===== src/rtl/bm_pkg.sv =====
package bm_pkg;
  typedef enum logic [1:0] {
    SZ_LONG = 2'b00,
    SZ_WORD = 2'b01,
    SZ_BYTE = 2'b10,
    SZ_MBOX = 2'b11
  } size_e;

  // bytes carried by one piece for a given size
  function automatic int piece_bytes(size_e s, int nb);
    case (s)
      SZ_WORD: return nb / 2;
      SZ_BYTE: return 1;
      default: return nb;
    endcase
  endfunction

  // index xor mask realising each swap mode
  function automatic int swap_mask(logic [1:0] m, int nb);
    case (m)
      2'b01:   return nb - 1;
      2'b10:   return nb / 2;
      2'b11:   return nb / 2 - 1;
      default: return 0;
    endcase
  endfunction
endpackage


===== src/rtl/bm_sel_sample.sv =====
module bm_sel_sample
  import bm_pkg::*;
(
  input  logic       clk,
  input  logic       rst_n,
  input  logic [1:0] size_in,
  input  logic       be_in,
  output size_e      size_q,
  output logic       be_q
);
  always_ff @(posedge clk or negedge rst_n) begin
    if (!rst_n) begin
      size_q <= SZ_LONG;
      be_q   <= 1'b0;
    end else begin
      size_q <= size_e'(size_in);
      be_q   <= be_in;
    end
  end
endmodule


===== src/rtl/bm_swap.sv =====
module bm_swap
  import bm_pkg::*;
#(
  parameter int BYTE_W = 9,
  parameter int NBYTES = 4
) (
  input  logic [NBYTES-1:0][BYTE_W-1:0] din,
  input  logic [1:0]                    mode,
  output logic [NBYTES-1:0][BYTE_W-1:0] dout
);
  always_comb begin
    for (int j = 0; j < NBYTES; j++) begin
      dout[j] = din[j ^ swap_mask(mode, NBYTES)];
    end
  end
endmodule


===== src/rtl/bm_lane.sv =====
module bm_lane
  import bm_pkg::*;
#(
  parameter int BYTE_W = 9,
  parameter int NBYTES = 4,
  localparam int IDX_W = $clog2(NBYTES)
) (
  input  logic [NBYTES-1:0][BYTE_W-1:0] word,
  input  logic [NBYTES-1:0][BYTE_W-1:0] prev,
  input  logic [IDX_W-1:0]              idx,
  input  size_e                         size,
  input  logic                          be,
  output logic [NBYTES-1:0][BYTE_W-1:0] nxt
);
  always_comb begin
    nxt = prev;
    for (int l = 0; l < NBYTES; l++) begin
      int k;
      int src;
      k   = piece_bytes(size, NBYTES);
      src = be ? (l - int'(idx) * k) : (l + int'(idx) * k);
      if (((be && l >= NBYTES - k) || (!be && l < k)) && src >= 0 && src < NBYTES)
        nxt[l] = word[src];
    end
  end
endmodule


===== src/rtl/bm_unpack.sv =====
module bm_unpack
  import bm_pkg::*;
#(
  parameter int BYTE_W = 9,
  parameter int NBYTES = 4,
  localparam int DW    = BYTE_W * NBYTES,
  localparam int IDX_W = $clog2(NBYTES),
  localparam int CNT_W = $clog2(NBYTES) + 1
) (
  input  logic          clk,
  input  logic          rst_n,
  input  logic          rd_en,
  input  logic [1:0]    size_sel,
  input  logic          big_end,
  input  logic [1:0]    swap_sel,
  input  logic          fifo_valid,
  input  logic [DW-1:0] fifo_data,
  output logic          fifo_ready,
  input  logic [DW-1:0] mbox_data,
  output logic [DW-1:0] out_data,
  output logic          out_valid
);
  size_e size_q;
  logic  be_q;

  bm_sel_sample u_sel (
    .clk    (clk),
    .rst_n  (rst_n),
    .size_in(size_sel),
    .be_in  (big_end),
    .size_q (size_q),
    .be_q   (be_q)
  );

  logic [NBYTES-1:0][BYTE_W-1:0] swapped, hold, src_word, lane_out;
  size_e            cur_size;
  logic             cur_be;
  logic [CNT_W-1:0] left;
  logic [IDX_W-1:0] idx;
  logic             mbox_sel, sel_new, need_fetch, accept;
  logic [IDX_W-1:0] idx_use;

  bm_swap #(.BYTE_W(BYTE_W), .NBYTES(NBYTES)) u_swap (
    .din (fifo_data),
    .mode(swap_sel),
    .dout(swapped)
  );

  assign mbox_sel   = (size_q == SZ_MBOX);
  assign sel_new    = (size_q != cur_size) || (be_q != cur_be);
  assign need_fetch = (left == '0) || sel_new;
  assign fifo_ready = rd_en && !mbox_sel && need_fetch && fifo_valid;
  assign accept     = rd_en && (mbox_sel || !need_fetch || fifo_valid);
  assign src_word   = fifo_ready ? swapped : hold;
  assign idx_use    = fifo_ready ? '0 : idx;

  bm_lane #(.BYTE_W(BYTE_W), .NBYTES(NBYTES)) u_lane (
    .word(src_word),
    .prev(out_data),
    .idx (idx_use),
    .size(size_q),
    .be  (be_q),
    .nxt (lane_out)
  );

  always_ff @(posedge clk or negedge rst_n) begin
    if (!rst_n) begin
      hold      <= '0;
      cur_size  <= SZ_LONG;
      cur_be    <= 1'b0;
      left      <= '0;
      idx       <= '0;
      out_data  <= '0;
      out_valid <= 1'b0;
    end else begin
      out_valid <= accept;
      if (accept && mbox_sel) begin
        out_data <= mbox_data;
      end else if (accept) begin
        out_data <= lane_out;
        if (fifo_ready) begin
          hold     <= swapped;
          cur_size <= size_q;
          cur_be   <= be_q;
          left     <= CNT_W'(NBYTES / piece_bytes(size_q, NBYTES) - 1);
          idx      <= IDX_W'(1);
        end else begin
          left <= left - 1'b1;
          idx  <= idx + 1'b1;
        end
      end
    end
  end


  fifo_pop_guard_chk: assert property (@(posedge clk) disable iff (!rst_n)
    fifo_ready |-> fifo_valid);


  read_done_chk: assert property (@(posedge clk) disable iff (!rst_n)
    (rd_en && fifo_valid) |=> out_valid);


  mbox_path_chk: assert property (@(posedge clk) disable iff (!rst_n)
    (rd_en && size_q == SZ_MBOX) |=> (out_data == $past(mbox_data)));


  lane_hold_chk: assert property (@(posedge clk) disable iff (!rst_n)
    (rd_en && size_q == SZ_BYTE && be_q && (fifo_valid || left != '0))
      |=> (out_data[DW-BYTE_W-1:0] == $past(out_data[DW-BYTE_W-1:0])));


  mbox_no_pop_chk: assert property (@(posedge clk) disable iff (!rst_n)
    (size_q == SZ_MBOX) |-> !fifo_ready);
endmodule


===== config.mk =====
export PLATFORM = sky130hd
export DESIGN_NAME = bm_unpack
export DESIGN_NICKNAME = d
export VERILOG_FILES = /design/src/rtl/bm_pkg.sv /design/src/rtl/bm_sel_sample.sv /design/src/rtl/bm_swap.sv /design/src/rtl/bm_lane.sv /design/src/rtl/bm_unpack.sv
export SDC_FILE = /design/constraint.sdc
export NUM_CORES = 1
export LEC_CHECK = 0
export ABC_AREA = 0
export ABC_CLOCK_PERIOD_IN_PS = 11300
export BUFFER_PORTS_ARGS = -buffer_cell sky130_fd_sc_hd__buf_2
export CORE_UTILIZATION = 61
export CTS_BUF_LIST = sky130_fd_sc_hd__clkbuf_16
export DETAILED_ROUTE_END_ITERATION = 12
export PLACE_DENSITY = 0.87
export SLEW_MARGIN = 20
export SYNTH_ARGS = -nofsm -noshare
export SYNTH_HDL_FRONTEND = slang
export SYNTH_SLANG_ARGS = --single-unit

===== constraint.sdc =====
create_clock -name clk -period 11.3 [get_ports clk]
set_input_delay 0.565 -clock clk [delete_from_list [all_inputs] [get_ports clk]]
set_output_delay 0.565 -clock clk [all_outputs]
set_load 0.05 [all_outputs]

==> flow_summary.toml <==
[drt]
vias = 5295
vias_per_cell = 6.457
detail_route.wl_per_cell_um = 20.38
drt_iter0_markers = 470
drt-pass1-iter-count = 6
drt.antenna.violating_nets = 0
drc = 0
drt_wl_total_um = 16710

[status]
outcome = "finished, final reports clean"

[timing]
setup_repair_after_global_routing_missed_its_margin = "false"
fmax_mhz = 186.6
max_slew_margin_pct = 26.09
final.min_clock_period_ns = 5.360
timing.setup.tns_ns = 0
finalHoldViolations = 0
worst_clock_skew_ns = 0.01280
worst-slew-pin-transition_ns = 1.105
final.period_utilization_pct = 47.44
timing.final.max_slew_violations = 0
finalSetupViolations = 0

[yosys]
yosys_most_used_dff = "dfrtp_1"
asyncSetResetFlopFracSynth_pct = 100.0
post_synth.cell_area_avg_sq_um = 9.984
synth_fp_nets = 692
synth_adder_area_share_pct = 4.149
synth-seq-cells = 84
synth_enable_flop_cells = 0
synth_top_family_by_area = "multiplexers"
synth_compound_area_share_pct = 15.20
mappedNetlistArea_sq_um = 5911
muxShareOfSynthArea_pct = 23.94
synth-simple-area-share_pct = 15.90
yosys.area_share.xor_xnor_pct = 1.482
syn_inst = 592
seq_area_frac_synth_pct = 35.56
post_synth_num_cell_types = 49
synthesis.yosys.warnings = 0

[power_and_ir_drop]
report.power.total_uw = 1581
leakagePower_uw = 0.003208
power-per-cell-area_nw_per_um2 = 229.7
power.ir.vdd_worst_uv = 143.6

[floorplanning]
die-height_um = 100.4
design.core.area_sq_um = 9328
die_width_um = 100.4
core.rowCount = 35
fp.dieArea_sq_um = 10090
i_o_pins = 119
start_util_pct = 63.37

[setup_path]
critical_path.max_fanout = 35
end_kind = "flip-flop"
critical_path_class = "flip-flop to flip-flop"
worstSetupStartpointType = "flip-flop"
worst-r2r-setup-slack_ns = 5.94
worst-endpoint-required_ns = 11.52
critPathArrivalTime_ns = 5.58

[final_layout]
final_net_count = 788
n_antenna_cell = 0
layout_area_growth_over_synthesis_pct = 16.41
drive_gt1_share_pct = 34.15
layout_common_cells = "nand2_1 (127), buf_2 (117), dfrtp_1 (84)"
most_frequent_standard_cell_in_the_layout_excluding_fill_and_tap_cells = "nand2_1"
post_layout_nonfiller_instances = 820

[place]
gpl.final_weighted_congestion = 0.8705
detailed_place_hpwl_um = 12370
place.port_buffers = 118
place.detailed.instances = 806

[job]
maxCapViolCount = 0

[global_routing]
wire_length_of_the_first_global_routing_pass_um = 26410
globalRoute.totalOverflow = 0
antenna_found_initial = 0
groute.usage.overall_pct = 34.42
grt_max_degree = 72
number_of_global_route_vias_before_repair = 5177

[cts]
cts.reportedPaths.clkPinSlew_ns = 0.07
worst_skew_pair.late_latency_ns = 0.34
cts_resized = 0
clock_sink_count = 84
cts-buffers-inserted = 9
htreeDepth = 3
tritoncts = "yes"
max-clock-path-buffers = 2
cts_hold_repair.buffers = 0
cts_post_setup_buffers_inserted = 0
clock_tree.root_cell = "clkbuf_16"

[min_path]
hold_path_class = "input pin to async pin"
==> cell type report <==
| cell class | count | area (sq um) |
|---|---|---|
| Multi-Input combinational cell | 453 | 3591 |
| Fill cell | 656 | 2447 |
| Sequential cell | 84 | 2102 |
| Timing Repair Buffer | 124 | 638.1 |
| Clock buffer | 9 | 225.2 |
| Tap cell | 129 | 161.4 |
| Clock inverter | 5 | 102.6 |
| Inverter | 16 | 60.06 |
==> routing by layer <==
layer  vias to the layer above  share of wire [%]  GRT usage [%]
met1                      2588                 40          44.55
li1                       2384                  -              -
met5                         -                  0              0
met4                         0                4.6          16.95
met2                       271                 48          55.90
met3                        52                7.6          6.407
==> power by group <==
group | internal [uW] | switching, uW | leakage (uW)
Clock | 214 | 121 | 0.000163
Combinational | 252 | 512 | 0.00202
Sequential | 410 | 71.9 | 0.00103
Total | 876 | 705 | 0.00321
==> flip-flops by register name, summed over array words and instances (netlist names) <==
| name | flops |
|---|---|
| cur_size | 2 |
| hold | 36 |
| u_sel.size_q | 2 |
| u_sel.be_q | 1 |
| out_valid | 1 |
| out_data | 36 |
| left | 3 |
| idx | 2 |
| cur_be | 1 |
==> worst max-delay path, cell delays in order (launching register included) <==
cell	delay [ns]
dfrtp_1	0.68
xor2_1	0.22
o41ai_4	0.38
buf_4	0.40
and3_1	0.23
ha_1	0.21
inv_1	0.07
fa_1	0.52
xnor2_1	0.35
inv_1	0.09
ha_1	0.26
a31o_2	0.30
xnor2_1	0.14
nor4_1	0.28
o21ai_1	0.16
a211oi_4	0.53
mux2_2	0.40
==> cells by family after synthesis <==
logic type,count (synthesis)
fa+ha+maj,19
mux,92
buf+inv,55
flops,84
simple gates,216
compound gates,116
xor+xnor,10
==> path summary, 6_finish.rpt <==
path | start | to | cells after the start
setup reg to reg | u_sel.be_q | out_data[14] | 16
max in group asynchronous | rst_n | out_data[14] | 2
setup / recovery | u_sel.be_q | out_data[14] | 16
hold reg to reg | out_data[7] | out_data[7] | 1
min in group clk | big_end | u_sel.be_q | 1
hold / removal | rst_n | out_data[19] | 1
==> synthesized netlist by cell type, types with 4 or more instances <==
library cell  count  area [sq um]
a21o_1           11         82.58
a21oi_1           5         25.02
a22oi_1          11         82.58
a311oi_1         11         96.34
a31oi_1          12         75.07
buf_1             4         15.01
buf_2            13         65.06
clkbuf_1         22         82.58
dfrtp_1          84          2102
ha_1             18         225.2
inv_1            15         56.30
mux2_2           55         619.3
mux4_2           34         765.7
nand2_1         127         476.7
nand2b_1         11         68.82
nand3_1          30         150.1
nor2_1           19         71.32
nor3_1           12         60.06
nor4_1            4         25.02
o211ai_1         38         285.3
o21ai_0          12         60.06
xnor2_1           5         43.79
xor2_1            5         43.79
==> per-stage QoR <==
step | hold WS, ns | setup slack (ns) | area (sq um) | utilization, %
2_1_floorplan | 0.2694 | 6.356 | 5911 | -
6_report | 0.1092 | 5.940 | 6880 | 73.76
3_3_place_gp | 0.4583 | 6.297 | 6553 | 70.25
3_5_place_dp | 0.4615 | 5.999 | 6553 | 70.25
5_1_grt | 0.1376 | 5.595 | 6880 | 73.76
4_1_cts | 0.1247 | 6.005 | 6880 | 73.76
Power figures use the tool's default switching activity.
